===== src/rtl/alu_acc_pkg.sv =====
package alu_acc_pkg;

    typedef enum logic [2:0] {
        OP_ADDC = 3'd0,
        OP_ADD  = 3'd1,
        OP_SUBB = 3'd2,
        OP_SUB  = 3'd3,
        OP_AND  = 3'd4,
        OP_XOR  = 3'd5,
        OP_OR   = 3'd6,
        OP_CMP  = 3'd7
    } alu_op_e;

    localparam logic [1:0] FORM_ACC_DST = 2'd0;
    localparam logic [1:0] FORM_REG_DST = 2'd1;
    localparam logic [1:0] FORM_IMM     = 2'd2;

    localparam int LAT_W          = 3;
    localparam int LAT_NARROW_ACC = 2;
    localparam int LAT_NARROW_REG = 3;
    localparam int LAT_WIDE       = 4;

    function automatic logic [LAT_W-1:0] op_latency(input logic wide, input logic [1:0] form);
        if (wide)
            return LAT_W'(LAT_WIDE);
        else if (form == FORM_ACC_DST)
            return LAT_W'(LAT_NARROW_ACC);
        else
            return LAT_W'(LAT_NARROW_REG);
    endfunction

endpackage


===== src/rtl/alu_acc_datapath.sv =====
module alu_acc_datapath
    import alu_acc_pkg::*;
#(
    parameter int W = 16
) (
    input  alu_op_e        op_i,
    input  logic           wide_i,
    input  logic [W-1:0]   a_i,
    input  logic [W-1:0]   b_i,
    input  logic           cin_i,
    input  logic           hin_i,
    output logic [W-1:0]   res_o,
    output logic           wr_o,
    output logic           jf_o,
    output logic           zf_o,
    output logic           cf_o,
    output logic           hf_o
);
    localparam int N   = W / 2;
    localparam int NIB = 4;

    logic [W:0]     ax, bx, sum, dif, raw;
    logic [NIB:0]   hsum, hdif;
    logic           cuse, is_add, is_logic, cy;

    always_comb begin
        ax       = wide_i ? {1'b0, a_i} : {{(N+1){1'b0}}, a_i[N-1:0]};
        bx       = wide_i ? {1'b0, b_i} : {{(N+1){1'b0}}, b_i[N-1:0]};
        cuse     = (op_i == OP_ADDC || op_i == OP_SUBB) && cin_i;
        is_add   = (op_i == OP_ADDC || op_i == OP_ADD);
        is_logic = (op_i == OP_AND || op_i == OP_XOR || op_i == OP_OR);
        sum      = ax + bx + {{W{1'b0}}, cuse};
        dif      = ax - bx - {{W{1'b0}}, cuse};
        hsum     = {1'b0, a_i[NIB-1:0]} + {1'b0, b_i[NIB-1:0]} + {{NIB{1'b0}}, cuse};
        hdif     = {1'b0, a_i[NIB-1:0]} - {1'b0, b_i[NIB-1:0]} - {{NIB{1'b0}}, cuse};
        unique case (op_i)
            OP_ADDC, OP_ADD:          raw = sum;
            OP_SUBB, OP_SUB, OP_CMP:  raw = dif;
            OP_AND:                   raw = ax & bx;
            OP_XOR:                   raw = ax ^ bx;
            default:                  raw = ax | bx;
        endcase
        res_o = wide_i ? raw[W-1:0] : {{N{1'b0}}, raw[N-1:0]};
        cy    = wide_i ? raw[W] : raw[N];
        zf_o  = (res_o == '0);
        wr_o  = (op_i != OP_CMP);
        if (is_logic) begin
            cf_o = cin_i;
            hf_o = hin_i;
        end else begin
            cf_o = cy;
            hf_o = wide_i ? hin_i : (is_add ? hsum[NIB] : hdif[NIB]);
        end
        jf_o = (op_i <= OP_SUB) ? cf_o : zf_o;
    end

endmodule


===== src/rtl/alu_acc_seq.sv =====
module alu_acc_seq
    import alu_acc_pkg::*;
(
    input  logic             clk,
    input  logic             rst_n,
    input  logic             start_i,
    input  logic [LAT_W-1:0] lat_i,
    output logic             accept_o,
    output logic             busy_o,
    output logic             fin_o
);
    typedef struct packed {
        logic             busy;
        logic [LAT_W-1:0] cnt;
    } seq_t;

    seq_t s_d, s_q;

    always_comb begin
        s_d      = s_q;
        accept_o = start_i && !s_q.busy;
        fin_o    = s_q.busy && (s_q.cnt == LAT_W'(1));
        if (accept_o) begin
            s_d.busy = 1'b1;
            s_d.cnt  = lat_i - LAT_W'(1);
        end else if (fin_o) begin
            s_d.busy = 1'b0;
            s_d.cnt  = '0;
        end else if (s_q.busy) begin
            s_d.cnt  = s_q.cnt - LAT_W'(1);
        end
    end

    always_ff @(posedge clk) begin
        if (!rst_n) s_q <= '0;
        else        s_q <= s_d;
    end

    assign busy_o = s_q.busy;

    // an active countdown never reaches zero
    assert_cnt_live_R9: assert property (@(posedge clk) disable iff (!rst_n)
        s_q.busy |-> (s_q.cnt != '0));

endmodule


===== src/rtl/alu_acc_top.sv =====
module alu_acc_top
    import alu_acc_pkg::*;
#(
    parameter int W = 16
) (
    input  logic         clk,
    input  logic         rst_n,
    input  logic         start_i,
    input  logic [2:0]   op_i,
    input  logic         wide_i,
    input  logic [1:0]   form_i,
    input  logic [W-1:0] acc_i,
    input  logic [W-1:0] reg_i,
    input  logic [W-1:0] imm_i,
    input  logic         cf_i,
    input  logic         hf_i,
    output logic         busy_o,
    output logic         done_o,
    output logic         wr_o,
    output logic         dst_reg_o,
    output logic [W-1:0] res_o,
    output logic         jf_o,
    output logic         zf_o,
    output logic         cf_o,
    output logic         hf_o
);
    typedef struct packed {
        alu_op_e          op;
        logic             wide;
        logic [W-1:0]     a;
        logic [W-1:0]     b;
        logic             dst_reg;
        logic             cin;
        logic             hin;
        logic [LAT_W-1:0] lat;
        logic [LAT_W-1:0] age;
        logic [W-1:0]     res;
        logic             wr;
        logic             done;
        logic             jf, zf, cf, hf;
    } top_t;

    top_t t_d, t_q;

    logic             accept, fin, busy;
    logic [W-1:0]     dp_res;
    logic             dp_wr, dp_jf, dp_zf, dp_cf, dp_hf;

    alu_acc_seq u_seq (
        .clk      (clk),
        .rst_n    (rst_n),
        .start_i  (start_i),
        .lat_i    (op_latency(wide_i, form_i)),
        .accept_o (accept),
        .busy_o   (busy),
        .fin_o    (fin)
    );

    alu_acc_datapath #(.W(W)) u_dp (
        .op_i   (t_q.op),
        .wide_i (t_q.wide),
        .a_i    (t_q.a),
        .b_i    (t_q.b),
        .cin_i  (t_q.cin),
        .hin_i  (t_q.hin),
        .res_o  (dp_res),
        .wr_o   (dp_wr),
        .jf_o   (dp_jf),
        .zf_o   (dp_zf),
        .cf_o   (dp_cf),
        .hf_o   (dp_hf)
    );

    always_comb begin
        t_d      = t_q;
        t_d.done = 1'b0;
        t_d.wr   = 1'b0;
        if (busy) t_d.age = t_q.age + LAT_W'(1);
        if (accept) begin
            t_d.op   = alu_op_e'(op_i);
            t_d.wide = wide_i;
            t_d.cin  = cf_i;
            t_d.hin  = hf_i;
            t_d.lat  = op_latency(wide_i, form_i);
            t_d.age  = '0;
            unique case (form_i)
                FORM_ACC_DST: begin t_d.a = acc_i; t_d.b = reg_i; t_d.dst_reg = 1'b0; end
                FORM_REG_DST: begin t_d.a = reg_i; t_d.b = acc_i; t_d.dst_reg = 1'b1; end
                default:      begin t_d.a = reg_i; t_d.b = imm_i; t_d.dst_reg = 1'b1; end
            endcase
        end else if (fin) begin
            t_d.res  = dp_res;
            t_d.wr   = dp_wr;
            t_d.done = 1'b1;
            t_d.jf   = dp_jf;
            t_d.zf   = dp_zf;
            t_d.cf   = dp_cf;
            t_d.hf   = dp_hf;
        end
    end

    always_ff @(posedge clk) begin
        if (!rst_n) t_q <= '0;
        else        t_q <= t_d;
    end

    assign busy_o    = busy;
    assign done_o    = t_q.done;
    assign wr_o      = t_q.wr;
    assign dst_reg_o = t_q.dst_reg;
    assign res_o     = t_q.res;
    assign jf_o      = t_q.jf;
    assign zf_o      = t_q.zf;
    assign cf_o      = t_q.cf;
    assign hf_o      = t_q.hf;

    // compare never requests a write
    assert_cmp_no_write_R2: assert property (@(posedge clk) disable iff (!rst_n)
        (done_o && t_q.op == OP_CMP) |-> !wr_o);
    // write strobe only with completion
    assert_wr_with_done_R2: assert property (@(posedge clk) disable iff (!rst_n)
        wr_o |-> done_o);
    // arithmetic jump flag follows carry
    assert_jf_carry_R3: assert property (@(posedge clk) disable iff (!rst_n)
        (done_o && t_q.op <= OP_SUB) |-> (jf_o == cf_o));
    // logical and compare jump flag follows zero
    assert_jf_zero_R4: assert property (@(posedge clk) disable iff (!rst_n)
        (done_o && t_q.op >= OP_AND) |-> (jf_o == zf_o));
    // logical operations keep carry and half-carry
    assert_logic_keeps_cf_R5: assert property (@(posedge clk) disable iff (!rst_n)
        (done_o && t_q.op >= OP_AND && t_q.op != OP_CMP) |-> (cf_o == t_q.cin && hf_o == t_q.hin));
    // completion arrives after the latched latency
    assert_latency_R9: assert property (@(posedge clk) disable iff (!rst_n)
        done_o |-> (t_q.age == t_q.lat - LAT_W'(1)));
    // completion is a single-cycle pulse
    assert_done_pulse_R9: assert property (@(posedge clk) disable iff (!rst_n)
        done_o |=> !done_o);
    // start during busy leaves latched operation untouched
    assert_busy_ignores_start_R11: assert property (@(posedge clk) disable iff (!rst_n)
        (busy_o && start_i) |=> ($stable(t_q.op) && $stable(t_q.a) && $stable(t_q.b)));

endmodule


===== config.mk =====
export PLATFORM = sky130hd
export DESIGN_NAME = alu_acc_top
export DESIGN_NICKNAME = d
export VERILOG_FILES = /design/src/rtl/alu_acc_pkg.sv /design/src/rtl/alu_acc_datapath.sv /design/src/rtl/alu_acc_seq.sv /design/src/rtl/alu_acc_top.sv
export SDC_FILE = /design/constraint.sdc
export NUM_CORES = 1
export LEC_CHECK = 0
export BUFFER_PORTS_ARGS = -buffer_cell sky130_fd_sc_hd__buf_2
export CAP_MARGIN = 20
export CORE_MARGIN = 8
export CORE_UTILIZATION = 41
export DETAILED_ROUTE_END_ITERATION = 10
export SLEW_MARGIN = 20
export SYNTH_ARGS = -nofsm -noshare
export SYNTH_HDL_FRONTEND = slang
export SYNTH_SLANG_ARGS = --single-unit

===== constraint.sdc =====
create_clock -name clk -period 11.7 [get_ports clk]
set_clock_uncertainty 0.05 [all_clocks]
set_input_delay 2.34 -clock clk [delete_from_list [all_inputs] [get_ports clk]]
set_output_delay 2.34 -clock clk [all_outputs]
set_load 0.02 [all_outputs]

==> summary.md <==
| Metric | Value |
|---|---|
| Clock Latency Late Sink | 0.34 ns |
| CTS tree | built |
| Port Buffers | 82 |
| Hold EP | res_o[12] |
| Largest net degree at the start of global routing | 57 |
| Area growth syn-to-layout | 11.1% |
| Clk sink count | 65 |
| Most frequent CP cell | ha_1 |
| Initial core utilization | 42.1% |
| CTS Hold Buffers Added | 0 |
| Maximum clock rate | 247 MHz |
| DRC Markers | 0 |
| Combinational family with the most area after synthesis | compound AO/OA/AOI/OAI gates |
| Crit path kind | reg -> reg |
| Hold Vio Cnt, Final | 0 |
| Seq cells post-synth | 65 |
| Worst VDD drop | 0.0678 mV |
| Hold crit path type | reg -> reg |
| Detailed Place HPWL | 13.8 mm |
| Crit path DAT | 4.18 ns |
| Slew margin rel. | 32.5% |
| Layout Nets | 1016 |
| RSZ-0062 raised after global routing | false |
| Critical Path Fanout Max | 31 |
| Die area | 0.0191 mm2 |
| Min Clock Period, post-route | 4.04 ns |
| Most used DFF post-synth | dfxtp_1 |
| Remaining antenna violation count | 0 |
| Worst setup EP type | flop |
| Sequential-to-total area share from yosys stat | 21.2% |
| Most flop-heavy register | t_q |
| H-tree depth | 3 |
| Util after Layout | 46.8% |
| EDFF count, synth | 0 |
| Cell Rows | 44 |
| CP max-delay cell | ha_1 |
| Root buffer cell | clkbuf_16 |
| CTS-repair resized insts | 0 |
| Layout fillers | 1504 |
| Number of global-route vias before repair | 5585 |
| Initial antenna violation count | 1 |
| Worst R2R Path Depth | 13 |
| CP peak stage delay | 0.54 ns |
| Commonest non-fill, non-tap cell in the layout | nand2_1 |
| Setup Total Neg Slack | 0 ns |
| Cell area after synthesis | 0.00614 mm2 |
| Worst slew pin tran | 1.01 ns |
| GPL Wtd Cong | 0.871 |
| Simple-gate share of the synthesized area | 23.8% |
| Max FFs per register | 38 |
| Vias | 5970 |
| YS warnings | 0 |
| Cells after synthesis | 860 |
| Drt initial violations | 441 |
| Wirelength per Cell | 16.7 um |
| Worst r2r src | t_q[63] |
| I/O pins | 83 |
| Reg2Reg Capture Point | jf_o |
| First-pass GRT wire length | 29.4 mm |
| Post-synth ARST share | 0% |
| Final setup vio count | 0 |
| Number of max-cap violations | 0 |
| Vias per cell | 5.54 |
| Most frequent cells in the layout | 148 x nand2_1, 82 x buf_2, 70 x nor2_1 |
| Chip height | 138 um |
| GR Overflow Total | 0 |
| Final slew viol count | 0 |
| Worst hold start | res_o[12] |
| Reg-to-reg slack, setup | 7.66 ns |
| Share of cells above drive strength 1 | 13.5% |
| Worst-path clk slew | 0.06 ns |
| Mux cell area share after synthesis | 4.44% |
| Worst path required time | 11.84 ns |
| Xor/xnor share of the synthesized area | 1.71% |
| Num CTS Buffers | 9 |
| Synth Area in Compound Gates | 25.4% |
| Final WL | 18.0 mm |
| Hold Path Stages | 2 |
| N_diodes | 0 |
| Syn Area/Cell | 7.14 um2 |
| Global Route Usage Sum | 18.4% |
| Post-synth cell types | 65 |
| Crit share post-route | 34.6% |
| Initial DRT Pass Iterations | 8 |
| Syn_nets | 987 |
| CP cell instances | buf_4 -> nand2_1 -> ha_1 -> ha_1 -> a21o_1 -> o21ai_0 -> o311ai_2 -> a2111o_1 -> a41oi_1 -> nor3b_1 -> o21a_1 -> o31ai_1 -> a31oi_1 |
| Post-CTS Setup Inserts | 0 |
| Die X | 138 um |
| Core ar. | 0.0146 mm2 |
| Longest Clk Path Bufs | 2 |
| Pwr/cell area | 113 mW/mm2 |
| Synthesized-area fraction occupied by adder cells | 14.3% |
| Critical path startpoint category | flop |
| Pleak | 2.99 nW |
| Status | completed |
| Total chip power | 769 uW |
## layout make-up
type | instances | area, um2 | share of cell area [%]
multi-input combinational | 664 | 4290 | 62.9
sequential | 65 | 1300 | 19.1
timing repair buffer | 88 | 468 | 6.86
tap | 184 | 230 | 3.37
inverter | 61 | 229 | 3.36
clock buffer | 9 | 225 | 3.30
clock inverter | 7 | 77.6 | 1.14
## worst max path at each step
stage,startpoint,to,slack (ns),cells past startpoint
6_report,t_q[63],jf_o,7.66,13
5_1_grt,t_q[63],jf_o,7.39,13
4_1_cts,t_q[29],jf_o,7.68,13
3_5_place_dp,rst_n,t_q[55],7.59,4
3_3_place_gp,form_i[1],u_seq.s_q[0],7.39,6
2_1_floorplan,t_q[64],jf_o,7.93,16
## kinds of logic after synthesis
logic type,Yosys count
and+or+nand+nor,320
AOI/OAI and AO/OA,237
buffers and inverters,131
adders and majority gates,68
DFF,65
muxes,27
xor gates and xnor gates,12
## stage by stage
stage	worst slack, ns	cell area [um2]	hold WS, ns	std cells
after floorplan	7.93	6140	0.386	860
after global placement	7.39	6500	0.396	1061
after detailed placement	7.59	6500	0.399	1061
after CTS	7.68	6800	0.407	1077
after global routing	7.39	6820	0.432	1078
final	7.66	6820	0.402	1078
## worst max-delay path, delay by kind of cell (launching register included)
family | cells | cell delay [ns]
AOI/OAI and AO/OA | 8 | 2.08
adders and majority gates | 2 | 0.90
DFF | 1 | 0.30
buffers and inverters | 1 | 0.28
and+or+nand+nor | 2 | 0.26
## synthesized netlist by cell type, drive strengths merged, types with 16 or more instances
library cell,count,area (um2)
nand2,148,556
mux2i,25,250
nor3,16,80.1
inv,60,225
nor2,71,267
ha,64,801
nand3,22,110
clkbuf,47,176
o21ai,69,345
buf,23,150
a311oi,18,158
dfxtp,65,1300
a21oi,58,290
## layer usage
metal  vias to the layer above  GRT usage [%]  wire length [um]
li1                       3070              -                 -
met1                      2664           25.2              8760
met2                       202           26.7              7420
met3                        32           4.04              1130
met4                         2           8.30               640
met5                         -              0                 8
## where the power goes
group / switching [mW] / internal [mW]
sequential: 0.0122 / 0.235
combinational: 0.152 / 0.0972
clock: 0.106 / 0.167
Note: power is estimated with default switching activity, not from simulation.
